==> config.mk <==
export PLATFORM = sky130hd
export DESIGN_NAME = mdm_ctl_router
export DESIGN_NICKNAME = d
export VERILOG_FILES = /design/src/rtl/mdm_pkg.sv /design/src/rtl/mdm_rst_sync.sv /design/src/rtl/mdm_regfile.sv /design/src/rtl/mdm_route.sv /design/src/rtl/mdm_clk_rate.sv /design/src/rtl/mdm_ctl_router.sv
export SDC_FILE = /design/constraint.sdc
export NUM_CORES = 1
export LEC_CHECK = 0
export BUFFER_PORTS_ARGS = -buffer_cell sky130_fd_sc_hd__buf_2
export CAP_MARGIN = 20
export CORE_ASPECT_RATIO = 0.8
export CORE_UTILIZATION = 30
export CTS_BUF_LIST = sky130_fd_sc_hd__clkbuf_2
export DETAILED_ROUTE_END_ITERATION = 10
export GPL_ROUTABILITY_DRIVEN = 0
export PLACE_DENSITY = 0.51
export REMOVE_ABC_BUFFERS = 1
export SLEW_MARGIN = 20
export SYNTH_ARGS = -nofsm -noshare
export SYNTH_HDL_FRONTEND = slang
export SYNTH_SLANG_ARGS = --single-unit
export TNS_END_PERCENT = 50
==> constraint.sdc <==
create_clock -name clk -period 2.5 [get_ports clk]
set_clock_uncertainty 0.05 [all_clocks]
set_input_delay 0.5 -clock clk [delete_from_list [all_inputs] [get_ports clk]]
set_output_delay 0.5 -clock clk [all_outputs]
set_load 0.05 [all_outputs]
==> src/rtl/mdm_pkg.sv <==
`timescale 1ns/1ps
package mdm_pkg;
  localparam int DW   = 8;
  localparam int AW   = 3;
  localparam int NREG = 4;

  localparam logic [AW-1:0] A_MODE = 3'd0;
  localparam logic [AW-1:0] A_TEST = 3'd1;
  localparam logic [AW-1:0] A_AUX  = 3'd2;
  localparam logic [AW-1:0] A_TONE = 3'd3;

  localparam int B_ANS   = 0;
  localparam int B_TXEN  = 1;
  localparam int B_MTYP  = 2;
  localparam int B_MOPT  = 4;
  localparam int B_LOOP  = 0;
  localparam int B_SRST  = 2;
  localparam int B_CLK16 = 3;
  localparam int B_KEEP  = 2;
  localparam int B_TONE  = 2;

  typedef enum logic [1:0] {
    LB_NONE   = 2'd0,
    LB_ANALOG = 2'd1,
    LB_REMOTE = 2'd2,
    LB_LOCAL  = 2'd3
  } loop_e;

  typedef enum logic [1:0] {
    MT_DPSK = 2'd0,
    MT_QAM  = 2'd1,
    MT_FSK  = 2'd2,
    MT_FSK2 = 2'd3
  } mtype_e;

  typedef enum logic [2:0] {
    RT_1200 = 3'd0,
    RT_600  = 3'd1,
    RT_2400 = 3'd2,
    RT_B103 = 3'd3,
    RT_V21  = 3'd4
  } rate_e;
endpackage

==> src/rtl/mdm_rst_sync.sv <==
`timescale 1ns/1ps
module mdm_rst_sync #(
  parameter int STAGES = 2
) (
  input  logic clk,
  input  logic rst_n,
  output logic rst_s_n
);
  logic [STAGES-1:0] sync_q;
  logic [STAGES-1:0] sync_d;

  always_comb begin
    sync_d = {sync_q[STAGES-2:0], 1'b1};
  end

  always_ff @(posedge clk or negedge rst_n) begin
    if (!rst_n) sync_q <= '0;
    else        sync_q <= sync_d;
  end

  assign rst_s_n = sync_q[STAGES-1];
endmodule

==> src/rtl/mdm_regfile.sv <==
`timescale 1ns/1ps
module mdm_regfile
  import mdm_pkg::*;
#(
  parameter int RDW = DW,
  parameter int RAW = AW,
  parameter int RN  = NREG
) (
  input  logic           clk,
  input  logic           rst_n,
  input  logic           cs_i,
  input  logic           we_i,
  input  logic [RAW-1:0] addr_i,
  input  logic [RDW-1:0] wdata_i,
  output logic [RDW-1:0] rdata_o,
  output logic           answer_o,
  output logic           tx_en_o,
  output mtype_e         mtype_o,
  output logic           mopt_o,
  output loop_e          loop_o,
  output loop_e          loop_nxt_o,
  output logic           clk16_o,
  output logic           tone_on_o
);
  localparam int IW = $clog2(RN);

  logic [RDW-1:0] q [RN];
  logic [RDW-1:0] d [RN];
  logic [RN-1:0]  en;
  logic [RDW-1:0] keep [RN];
  logic           wr_hit;
  logic           srst_req;
  logic           addr_ok;

  // Protected-bit mask per register, built by generate.
  for (genvar g = 0; g < RN; g++) begin : g_keep
    if (g == int'(A_AUX)) begin : g_aux
      assign keep[g] = RDW'(1) << B_KEEP;
    end else begin : g_clr
      assign keep[g] = '0;
    end
  end

  always_comb begin
    wr_hit   = cs_i && we_i;
    addr_ok  = (addr_i < RAW'(RN));
    srst_req = wr_hit && (addr_i == A_TEST) && wdata_i[B_SRST];
    for (int i = 0; i < RN; i++) begin
      en[i] = srst_req || (wr_hit && addr_i == RAW'(i));
      if (srst_req)
        d[i] = q[i] & keep[i];
      else if (wr_hit && addr_i == RAW'(i))
        d[i] = wdata_i;
      else
        d[i] = q[i];
    end
  end

  always_ff @(posedge clk or negedge rst_n) begin
    if (!rst_n) begin
      for (int i = 0; i < RN; i++) q[i] <= '0;
    end else begin
      for (int i = 0; i < RN; i++)
        if (en[i]) q[i] <= d[i];
    end
  end

  always_comb begin
    rdata_o = addr_ok ? q[addr_i[IW-1:0]] : '0;
  end

  assign answer_o   = q[A_MODE][B_ANS];
  assign tx_en_o    = q[A_MODE][B_TXEN];
  assign mtype_o    = mtype_e'(q[A_MODE][B_MTYP +: 2]);
  assign mopt_o     = q[A_MODE][B_MOPT];
  assign loop_o     = loop_e'(q[A_TEST][B_LOOP +: 2]);
  assign loop_nxt_o = loop_e'(d[A_TEST][B_LOOP +: 2]);
  assign clk16_o    = q[A_TEST][B_CLK16];
  assign tone_on_o  = q[A_TONE][B_TONE];

  // soft reset clears all but the protected AUX bit
  a_r7_soft_reset: assert property (@(posedge clk) disable iff (!rst_n)
    (cs_i && we_i && addr_i == A_TEST && wdata_i[B_SRST]) |=>
      (q[A_MODE] == '0 && q[A_TEST] == '0 && q[A_TONE] == '0 &&
       (q[A_AUX] & ~(RDW'(1) << B_KEEP)) == '0 &&
       q[A_AUX][B_KEEP] == $past(q[A_AUX][B_KEEP])));

  // writes above the register range change nothing
  a_r1_high_addr_ignored: assert property (@(posedge clk) disable iff (!rst_n)
    (cs_i && we_i && addr_i >= RAW'(RN)) |=>
      ($stable(q[A_MODE]) && $stable(q[A_TEST]) &&
       $stable(q[A_AUX]) && $stable(q[A_TONE])));

  // srst bit never remains set in the register
  a_r7_srst_self_clear: assert property (@(posedge clk) disable iff (!rst_n)
    !q[A_TEST][B_SRST]);
endmodule

==> src/rtl/mdm_route.sv <==
`timescale 1ns/1ps
module mdm_route
  import mdm_pkg::*;
#(
  parameter logic IDLE_LVL = 1'b1
) (
  input  logic  clk,
  input  logic  rst_n,
  input  loop_e loop_nxt_i,
  input  logic  txd_i,
  input  logic  demod_i,
  output logic  rxd_o,
  output logic  mod_o
);
  logic rxd_d;
  logic mod_d;

  always_comb begin
    unique case (loop_nxt_i)
      LB_REMOTE: begin
        rxd_d = IDLE_LVL;
        mod_d = demod_i;
      end
      LB_LOCAL: begin
        rxd_d = txd_i;
        mod_d = txd_i;
      end
      default: begin
        rxd_d = demod_i;
        mod_d = txd_i;
      end
    endcase
  end

  always_ff @(posedge clk or negedge rst_n) begin
    if (!rst_n) begin
      rxd_o <= IDLE_LVL;
      mod_o <= IDLE_LVL;
    end else begin
      rxd_o <= rxd_d;
      mod_o <= mod_d;
    end
  end

  // remote loopback holds mark and loops the demodulator back
  a_r4_remote_mark: assert property (@(posedge clk) disable iff (!rst_n)
    ($past(loop_nxt_i) == LB_REMOTE) |-> (rxd_o == IDLE_LVL && mod_o == $past(demod_i)));

  // local loopback echoes host data and keeps the modulator fed
  a_r5_local_echo: assert property (@(posedge clk) disable iff (!rst_n)
    ($past(loop_nxt_i) == LB_LOCAL) |-> (rxd_o == $past(txd_i) && mod_o == $past(txd_i)));

  // normal and analog modes pass the demodulator to the host
  a_r2_pass_through: assert property (@(posedge clk) disable iff (!rst_n)
    ($past(loop_nxt_i) == LB_NONE || $past(loop_nxt_i) == LB_ANALOG) |->
      (rxd_o == $past(demod_i) && mod_o == $past(txd_i)));
endmodule

==> src/rtl/mdm_clk_rate.sv <==
`timescale 1ns/1ps
module mdm_clk_rate
  import mdm_pkg::*;
(
  input  mtype_e     mtype_i,
  input  logic       mopt_i,
  input  logic       clk16_i,
  input  logic       xtal_i,
  input  logic       rate16_i,
  output logic       clk_pin_o,
  output logic [2:0] rate_o
);
  logic  is_fsk;
  rate_e rate_sel;

  always_comb begin
    is_fsk = (mtype_i == MT_FSK) || (mtype_i == MT_FSK2);
    unique case (mtype_i)
      MT_DPSK: rate_sel = mopt_i ? RT_600 : RT_1200;
      MT_QAM:  rate_sel = RT_2400;
      default: rate_sel = mopt_i ? RT_V21 : RT_B103;
    endcase
    clk_pin_o = (clk16_i && !is_fsk) ? rate16_i : xtal_i;
    rate_o    = rate_sel;
  end
endmodule

==> src/rtl/mdm_ctl_router.sv <==
`timescale 1ns/1ps
module mdm_ctl_router
  import mdm_pkg::*;
(
  input  logic          clk,
  input  logic          rst_n,
  input  logic          cs_i,
  input  logic          we_i,
  input  logic [AW-1:0] addr_i,
  input  logic [DW-1:0] wdata_i,
  output logic [DW-1:0] rdata_o,
  input  logic          txd_i,
  output logic          rxd_o,
  input  logic          demod_i,
  output logic          mod_o,
  output logic          line_loop_o,
  output logic          line_drive_o,
  output logic          rx_band_o,
  input  logic          xtal_i,
  input  logic          rate16_i,
  output logic          clk_pin_o,
  output logic [2:0]    rate_o
);
  logic   rst_s_n;
  logic   answer;
  logic   tx_en;
  mtype_e mtype;
  logic   mopt;
  loop_e  loop_q;
  loop_e  loop_nxt;
  logic   clk16;
  logic   tone_on;

  mdm_rst_sync #(.STAGES(2)) u_rst (
    .clk     (clk),
    .rst_n   (rst_n),
    .rst_s_n (rst_s_n)
  );

  mdm_regfile #(.RDW(DW), .RAW(AW), .RN(NREG)) u_regs (
    .clk        (clk),
    .rst_n      (rst_s_n),
    .cs_i       (cs_i),
    .we_i       (we_i),
    .addr_i     (addr_i),
    .wdata_i    (wdata_i),
    .rdata_o    (rdata_o),
    .answer_o   (answer),
    .tx_en_o    (tx_en),
    .mtype_o    (mtype),
    .mopt_o     (mopt),
    .loop_o     (loop_q),
    .loop_nxt_o (loop_nxt),
    .clk16_o    (clk16),
    .tone_on_o  (tone_on)
  );

  mdm_route #(.IDLE_LVL(1'b1)) u_route (
    .clk        (clk),
    .rst_n      (rst_s_n),
    .loop_nxt_i (loop_nxt),
    .txd_i      (txd_i),
    .demod_i    (demod_i),
    .rxd_o      (rxd_o),
    .mod_o      (mod_o)
  );

  mdm_clk_rate u_clk (
    .mtype_i   (mtype),
    .mopt_i    (mopt),
    .clk16_i   (clk16),
    .xtal_i    (xtal_i),
    .rate16_i  (rate16_i),
    .clk_pin_o (clk_pin_o),
    .rate_o    (rate_o)
  );

  always_comb begin
    line_loop_o  = (loop_q == LB_ANALOG);
    line_drive_o = tx_en || tone_on;
    rx_band_o    = line_loop_o ? answer : !answer;
  end

  // FSK keeps the crystal echo on the clock pin
  a_r8_fsk_crystal: assert property (@(posedge clk) disable iff (!rst_s_n)
    (mtype == MT_FSK || mtype == MT_FSK2) |-> (clk_pin_o == xtal_i));

  // after a soft reset the clock pin echoes the crystal
  a_r8_reset_clock: assert property (@(posedge clk) disable iff (!rst_s_n)
    (cs_i && we_i && addr_i == A_TEST && wdata_i[B_SRST]) |=> (clk_pin_o == xtal_i));

  // squelch only when both drive sources are off
  a_r6_squelch: assert property (@(posedge clk) disable iff (!rst_s_n)
    (!line_drive_o) |-> (!tx_en && !tone_on));

  // analog loopback receives on the transmit band
  a_r3_band: assert property (@(posedge clk) disable iff (!rst_s_n)
    line_loop_o |-> (rx_band_o == answer));
endmodule

# [Word-level counts from Yosys, hierarchy flattened]
# Index checks and enable logic that the tools add are counted.
[op_classes] eq_ne=9 n_mux=19 n_reduce_logical=26 bitwise=2 magnitude_cmp=2
[op_table] cell="two-way mux 8 bit" count=11
[op_table] cell="binary-select mux 8 bit (select 2 bit)" count=1
[op_table] cell="== test 2 bit (second input constant)" count=4
[op_table] cell="AND reduction 2 bit" count=4
[op_table] cell="nonzero test 2 bit" count=4
[op_table] cell="logical AND 1 bit" count=7
[op_table] cell="== test 3 x 2 -> 1 bit (second input constant)" count=2
[op_table] cell="logical OR 1 bit" count=6
[op_table] cell="one-hot mux 3 bit (2 select lines)" count=1
[op_table] cell="== test 2 x 1 -> 1 bit (second input constant)" count=2
[op_table] cell="two-way mux 1 bit" count=4
[op_table] cell="== test 3 x 1 -> 1 bit (second input constant)" count=1
[op_table] cell=">= comparator 3 bit (second input constant)" count=1
[op_table] cell="logical NOT 3 bit" count=1
[op_table] cell="less-than comparator 3 bit (second input constant)" count=1
[op_table] cell="two-way mux 3 bit" count=1
[op_table] cell="inverter 2 -> 3 bit" count=1
[op_table] cell="AND reduction 3 bit" count=1
[op_table] cell="logical NOT 1 bit" count=2
[op_table] cell="logical NOT 2 bit" count=1
[op_table] cell="one-hot mux 1 bit (2 select lines)" count=1
[op_table] cell="inverter 1 bit" count=1
[word_totals] output_inout_bits=17 wordCells=67 input_bits=19 reg_bits=36

# [Longest topological paths before layout]
# Gate-level depths: netlist of run 1.
[depth] word_depth=6 depth_mapped=6 ltp_nobuf=4

# [Modules after synthesis]
# Synthesis of run 1 repeated with hierarchy kept, for this count alone.
[hier_totals] hier_cells=143 area_unflattened_um2=1939.4
[by_module_without_submodules] module="mdm_regfile" seq_area_each_um2=775.7 n_inst=1 cells_each=122 area_per_inst_um2=1699.1
[by_module_without_submodules] module="mdm_route" seq_area_each_um2=52.6 n_inst=1 cells_each=7 area_per_inst_um2=95.1
[by_module_without_submodules] module="mdm_clk_rate" seq_area_each_um2=0.0 n_inst=1 cells_each=8 area_per_inst_um2=62.6
[by_module_without_submodules] module="mdm_rst_sync" seq_area_each_um2=50.0 n_inst=1 cells_each=3 area_per_inst_um2=53.8
[by_module_without_submodules] module="mdm_ctl_router" seq_area_each_um2=0.0 n_inst=1 cells_each=3 area_per_inst_um2=28.8

# [Least setup slack after synthesis of run 1]
# OpenSTA, ideal clock, no wires.
[synth_timing] path_type="input to output" startpoint="input port addr_i[0]" endpoint="output port rdata_o[0]" setup_slack_ns=0.221 required_time_ns=1.950 t_arrival_ns=1.729 path_stages=3 path_buffers=1 path_cell_list="buf_2 mux4_2 nor2b_1"
[synth_via] elab_chain_cells=5 elab_cells_between_ends=6 cone_classes="order compare (1); mux (4); bitwise (1)"
[synth_rtl] element="from (decl)" line_no="mdm_ctl_router.sv:9" rtl="input logic [AW-1:0] addr_i,"
[synth_rtl] element="inverter 2 -> 3 bit (not written as such)" line_no="mdm_regfile.sv:69" rtl="rdata_o = addr_ok ? q[addr_i[IW-1:0]] : '0;"
[synth_rtl] element="binary-select mux 8 bit (select 2 bit)" line_no="mdm_regfile.sv:69"
[synth_rtl] element="two-way mux 8 bit (not written as such) (2 in a row)" line_no="mdm_regfile.sv:69"
[synth_rtl] element="two-way mux 8 bit (*)" line_no="mdm_regfile.sv:69"
[synth_rtl] element="to (decl)" line_no="mdm_ctl_router.sv:11" rtl="output logic [DW-1:0] rdata_o,"
# Every way passes the cells marked *; elsewhere a longest branch is shown, timed or not. The select of a mux whose other input is x is not followed.

# [Final worst setup path of run 1]
[layout_timing] startpoint="input port addr_i[0]" endpoint="output port rdata_o[6]"
# The elaborated chain is that of the path after synthesis.

==> results.md, run 1 <==
- Mux cell area share after synthesis: 0.224
- RSZ-0062 raised after global routing: no
- Required time of the critical path: 1.95 ns
- Predominant post-synthesis flop cell: dfrtp_1
- Total iterations of the first detailed-routing run: 4
- Ranking of synthesized cells by area: dfrtp_1 (46%), mux2i_1 (12%), mux4_2 (8.8%), nor2_1 (5.5%), nand2_1 (3.2%)
- Worst-path fanout max: 12
- Total GRT Usage: 0.143
- Period minus WS final: 2.30 ns
- Die area: 0.00627 mm2
- Chip width: 88.3 um
- Setup_tns: 0 ns
- Area of the multi-input gates: 836 um2
- Mapped cell area: 0.00179 mm2
- HPWL Detailed: 2750 um
- Clk slew on worst S/H paths: 0.19 ns
- Hold Fails Final Rpt: 0
- Area Overhead vs Synth: 16.2%
- Cells after DPL: 269
- Total power density per cell area: 725 mW/mm2
- R2R Setup Slk: 1.41 ns
- Post-Synth Adder-Cell Area: 0
- Final hold slack: 0.151 ns
- Worst slew margin: 0.618
- DRC viols: 0
- Skew-Pair Late Insertion Delay: 0.38 ns
- Asr flop ratio synth: 1.00
- Largest family of logic cells by synthesized area: multiplexers
- Final Util: 0.372
- N_diodes: 0
- Maximum clock frequency: 435 MHz
- Synth Area in XOR/XNOR: 0.00490
- Peak supply drop: 0.000319 V
- Root Buffer Master: clkbuf_2
- Pre-CTS WS: 0.199 ns
- EDFF count, synth: 0
- Starting density of the core: 0.320
- Syn_area_per_cell: 11.1 um2
- Cell count after synthesis: 161
- Die Height: 71.0 um
- Pleak: 1.08 nW
- Share of the synthesized area in the top cell type: 0.462
- Final wirelength: 4040 um
- Final ANT Viol Nets: 0
- Origin of the critical flop-to-flop path: u_regs.loop_o[0]$_DFFE_PN0P_
- Synth Register Bits: 35
- First-pass GRT wire length: 6580 um
- Status: complete, no violations
- Core ar.: 0.00559 mm2
- Worst Setup SP: addr_i[0]
- Most frequent CP cell: buf_2
- CTS sink count: 35
- Max_cap viols: 0
- Nets: 218
- Crit path cell chain: buf_2, mux4_2, nor2b_1, buf_2
- Gr ovfl total: 0
- H-tree depth: 2
- Crit Path Class: input pin to output pin
- DRT iter0 DRCs: 15
- Ports: 36
- Final setup fails: 0
- CP top delay family: buffers and inverters
- Register area: 878 um2
- Reg2reg path depth: 3
- Critical path depth in cells: 4
- # rows: 24
- Post-Layout Cell Count: 278
- Postcts setup bufs: 0
- Max stage delay on crit path: 0.55 ns
- CTS tree: built
- Synth area leader: dfrtp_1
- Final Cycle Share: 0.919
- Detailed-route via count: 1305
- Post-synthesis compound-gate area fraction: 0.0434
- CTS Buf Count: 5
- Actual slew at the worst max-slew pin: 0.572 ns
- Final Max Tran Viols: 0
- IO buf count: 35
- Vias per cell: 4.69
- Setup ws final: 0.203 ns
- Number of fill cells: 602
- Seq/Total Area, Yosys: 0.492
- CP max stage cell: mux4_2
- Yosys warnings: 0
- Initial antenna violation count: 0
- Worst r2r dst: u_route.mod_o$_DFF_PN1_
- Worst Setup End Kind: output pin
- DR WL/cell: 14.5 um
- Largest net degree at the start of global routing: 24
- Yosys cell types: 36
- CP arrival: 1.75 ns
- WP buf/inv: 2
- Proportion of layout cells with a drive suffix above 1: 0.305
- Critical Path Source Type: input pin
- HP Class: register to async pin
- Vias in the first global route: 1321
- CTS Buffer Depth: 2
- Simple-gate share of the synthesized area: 0.193
- Worst Setup EP: rdata_o[6]
[flip-flops by register name (all words and copies together), names as in the netlist]
signal,flops
u_route.mod_o,1
u_regs.tone_on_o,1
u_regs.tx_en_o,1
u_regs.mtype_o,2
u_rst.sync_q,2
u_regs.loop_o,2
u_route.rxd_o,1
u_regs.clk16_o,1
u_regs.mopt_o,1
u_regs.answer_o,1
u_regs.q,22
[kinds of logic after synthesis]
logic type      count (synthesis)
xor+xnor                        1
simple gates                   68
buf+inv                        13
flops                          35
other cells                     1
mux                            31
compound gates                 12
[synth_stat cells (2+ instances only)]
cell,n
dfrtp_1,33
o21ai_0,5
nand3_1,6
or3_1,2
mux2i_1,22
nor2_1,26
o211ai_1,2
nand2_1,15
buf_2,4
inv_1,4
dfstp_2,2
buf_6,2
nor2b_1,7
nand2b_1,3
mux4_2,7
[cell usage in the layout (no fill, tap or decap), drive strengths merged, types with 6 or more instances in the layout]
| cell type | synthesis | final |
|---|---|---|
| nand3 | 7 | 7 |
| nand2 | 15 | 15 |
| mux2i | 22 | 22 |
| mux4 | 7 | 7 |
| buf | 7 | 38 |
| dfrtp | 33 | 33 |
| nor2 | 28 | 28 |
| o21ai | 6 | 6 |
| nor2b | 7 | 7 |
| clkbuf | 1 | 6 |
[worst reg2reg max path, cell delays in order, from the launching register on]
cell	delay [ns]
dfrtp_1	0.39
inv_1	0.08
a31oi_2	0.19
mux2_1	0.34
[report_power, final]
group	total, mW	switching, mW	internal [mW]	leakage [nW]
Combinational	0.505	0.325	0.180	0.607
Sequential	0.745	0.0690	0.676	0.442
Clock	0.256	0.189	0.0674	0.0281
Total	1.51	0.583	0.923	1.08
[metal layers]
layer	vias to the layer above	track usage	wire length, um
met5	-	0	0
met4	0	0.0484	55
met3	8	0.0327	237
met2	43	0.218	1760
met1	632	0.202	1980
li1	622	-	-
[worst min path at each step]
stage	start	to
4_1_cts	u_rst.sync_q[1]$_DFF_PN0_	u_regs.loop_o[1]$_DFFE_PN0P_
5_1_grt	u_rst.sync_q[1]$_DFF_PN0_	u_regs.q[1]$_DFFE_PN0P_
6_report	u_rst.sync_q[1]$_DFF_PN0_	u_regs.tx_en_o$_DFFE_PN0P_
3_3_place_gp	u_rst.sync_q[1]$_DFF_PN0_	u_regs.loop_o[1]$_DFFE_PN0P_
2_1_floorplan	rst_n	u_rst.sync_q[0]$_DFF_PN0_
3_5_place_dp	u_rst.sync_q[1]$_DFF_PN0_	u_regs.loop_o[1]$_DFFE_PN0P_
[area by class of cell]
type,count,share of cell area
tap,78,0.0470
sequential,35,0.423
timing repair buffer,39,0.100
inverter,5,0.00904
clock inverter,2,0.00362
multi-input combinational,113,0.403
clock buffer,6,0.0145
[per-stage QoR]
stage | cell area, um2 | total power [mW]
2_1_floorplan | 1730 | 1.14
5_1_grt | 2080 | 1.60
3_5_place_dp | 2030 | 1.27
3_3_place_gp | 2030 | 1.26
4_1_cts | 2080 | 1.52
6_report | 2080 | 1.51
[repair_timing]
action                    in CTS  in global routing
hold buffers                   1                  0
hold endpoints to repair       2                  0
gates resized for setup        0                  0
Note: power is estimated with default switching activity, not from simulation.
==> run 2: changes to the inputs <==
--- a/config.mk
+++ b/config.mk
@@ -12,7 +12,7 @@
 export CTS_BUF_LIST = sky130_fd_sc_hd__clkbuf_2
 export DETAILED_ROUTE_END_ITERATION = 10
 export GPL_ROUTABILITY_DRIVEN = 0
-export PLACE_DENSITY = 0.51
+export PLACE_DENSITY = 0.59
 export REMOVE_ABC_BUFFERS = 1
 export SLEW_MARGIN = 20
 export SYNTH_ARGS = -nofsm -noshare
==> results.md, run 2 (synthesis results as in run 1) <==
- Total iterations of the first detailed-routing run: 4
- Initial antenna violation count: 0
- # rows: 24
- First-pass GRT wire length: 6660 um
- Area of the multi-input gates: 836 um2
- Actual slew at the worst max-slew pin: 0.551 ns
- Nets: 219
- Ports: 36
- Chip width: 88.3 um
- Crit Path Class: input pin to output pin
- RSZ-0062 raised after global routing: no
- Flop pwr share: 0.456
- Pleak: 1.10 nW
- Worst-path fanout max: 11
- Cells after DPL: 270
- Final Max Tran Viols: 0
- Resized Gates After CTS: 0
- Clk slew on worst S/H paths: 0.23 ns
- Most frequent cells in the layout: buf_2 (35), dfrtp_1 (33), nor2_1 (26), mux2i_1 (22), nand2_1 (15)
- Number of fill cells: 595
- Required time of the critical path: 1.95 ns
- CTS Buffer Depth: 2
- Final hold slack: 0.169 ns
- Total GRT Usage: 0.142
- Power Total: 1.63 mW
- Commonest non-fill, non-tap cell in the layout: buf_2
- Gr ovfl total: 0
- IO buf count: 35
- CTS sink count: 35
- Largest reg by FF count: u_regs.q
- Largest net degree at the start of global routing: 34
- Psw: 605 uW
- Worst r2r dst: u_route.mod_o$_DFF_PN1_
- Metal2 WL: 1750 um
- Register area: 878 um2
- Die area: 0.00627 mm2
- Worst slew margin: 0.633
- CTS tree: built
- Starting density of the core: 0.320
- Final Cycle Share: 0.913
- N_diodes: 0
- CTS Buf Count: 5
- Die Height: 71.0 um
- Final setup fails: 0
- CP arrival: 1.73 ns
- Hold Fails Final Rpt: 0
- Pint: 1.03 mW
- H-tree depth: 2
- Origin of the critical flop-to-flop path: u_regs.loop_o[0]$_DFFE_PN0P_
- Core ar.: 0.00559 mm2
- HP Class: register to async pin
- Proportion of layout cells with a drive suffix above 1: 0.318
- Switching Fraction: 0.371
- Final ANT Viol Nets: 0
- Largest register FFs: 22
- Setup_tns: 0 ns
- Final Util: 0.379
- Met3 WL post-DR: 212 um
- Vias per cell: 4.68
- Uppermost layer routed: met4
- DRT iter0 DRCs: 46
- Total power density per cell area: 771 mW/mm2
- Detailed-route via count: 1307
- Status: complete, no violations
- Peak supply drop: 0.000379 V
- Max_cap viols: 0
- Vias in the first global route: 1304
- Logic gate share of total power: 0.312
- DRC viols: 0
- Critical Path Source Type: input pin
- Met1 Routed Length: 2020 um
- Worst Setup SP: addr_i[0]
- Area Overhead vs Synth: 18.3%
- DR WL/cell: 14.3 um
- Skew-Pair Late Insertion Delay: 0.39 ns
- Maximum clock frequency: 438 MHz
- Root Buffer Master: clkbuf_2
- Reg2reg path depth: 3
- Period minus WS final: 2.28 ns
- Clock power frac: 0.233
- HPWL Detailed: 2780 um
- Final wirelength: 4000 um
- Worst Setup End Kind: output pin
- R2R Setup Slk: 1.33 ns
- Post-Layout Cell Count: 279
## run 2: power by group through the flow
stage	combinational, mW	clock [mW]	sequential (mW)
final	0.508	0.379	0.743
after global routing	0.553	0.413	0.759
after CTS	0.515	0.392	0.743
after detailed placement	0.513	0	0.754
after global placement	0.505	0	0.751
after floorplan	0.380	0	0.758
## run 2: per-stage QoR
step	worst slack, ns	cell area (um2)
after floorplan	0.284	1730
after global placement	0.228	2040
after global routing	0.148	2110
final	0.216	2110
after CTS	0.209	2110
after detailed placement	0.216	2040
## run 2: per-layer routing
layer  GRT usage  vias up
met2       0.208       36
met1       0.210      638
li1            -      631
met4      0.0376        0
met3      0.0350        2
met5           0        -
## run 2: final cells by class
class	instances	area share
flip-flops and latches	35	0.415
well taps	78	0.0462
inverters	5	0.00888
repair buffers	40	0.102
multi-input cells	113	0.395
clock buffers	5	0.0118
clock inverters	3	0.0207
## run 2: timing repair
action,in CTS,in global routing
setup buffers,0,0
hold buffers,1,0
hold endpoints to repair,2,0
## run 2: critical path, cell delays in order
cell	delay, ns
buf_2	0.32
mux4_2	0.54
nor2b_1	0.15
buf_2	0.22
## run 2: how the worst max path moves through the flow
| stage | end | slack [ns] | cells after the start |
|---|---|---|---|
| global placement | rdata_o[6] | 0.23 | 4 |
| CTS | rdata_o[6] | 0.21 | 4 |
| detailed placement | rdata_o[6] | 0.22 | 4 |
| global route | rdata_o[3] | 0.15 | 3 |
| finish | rdata_o[6] | 0.22 | 4 |
| floorplan | rx_band_o | 0.28 | 2 |
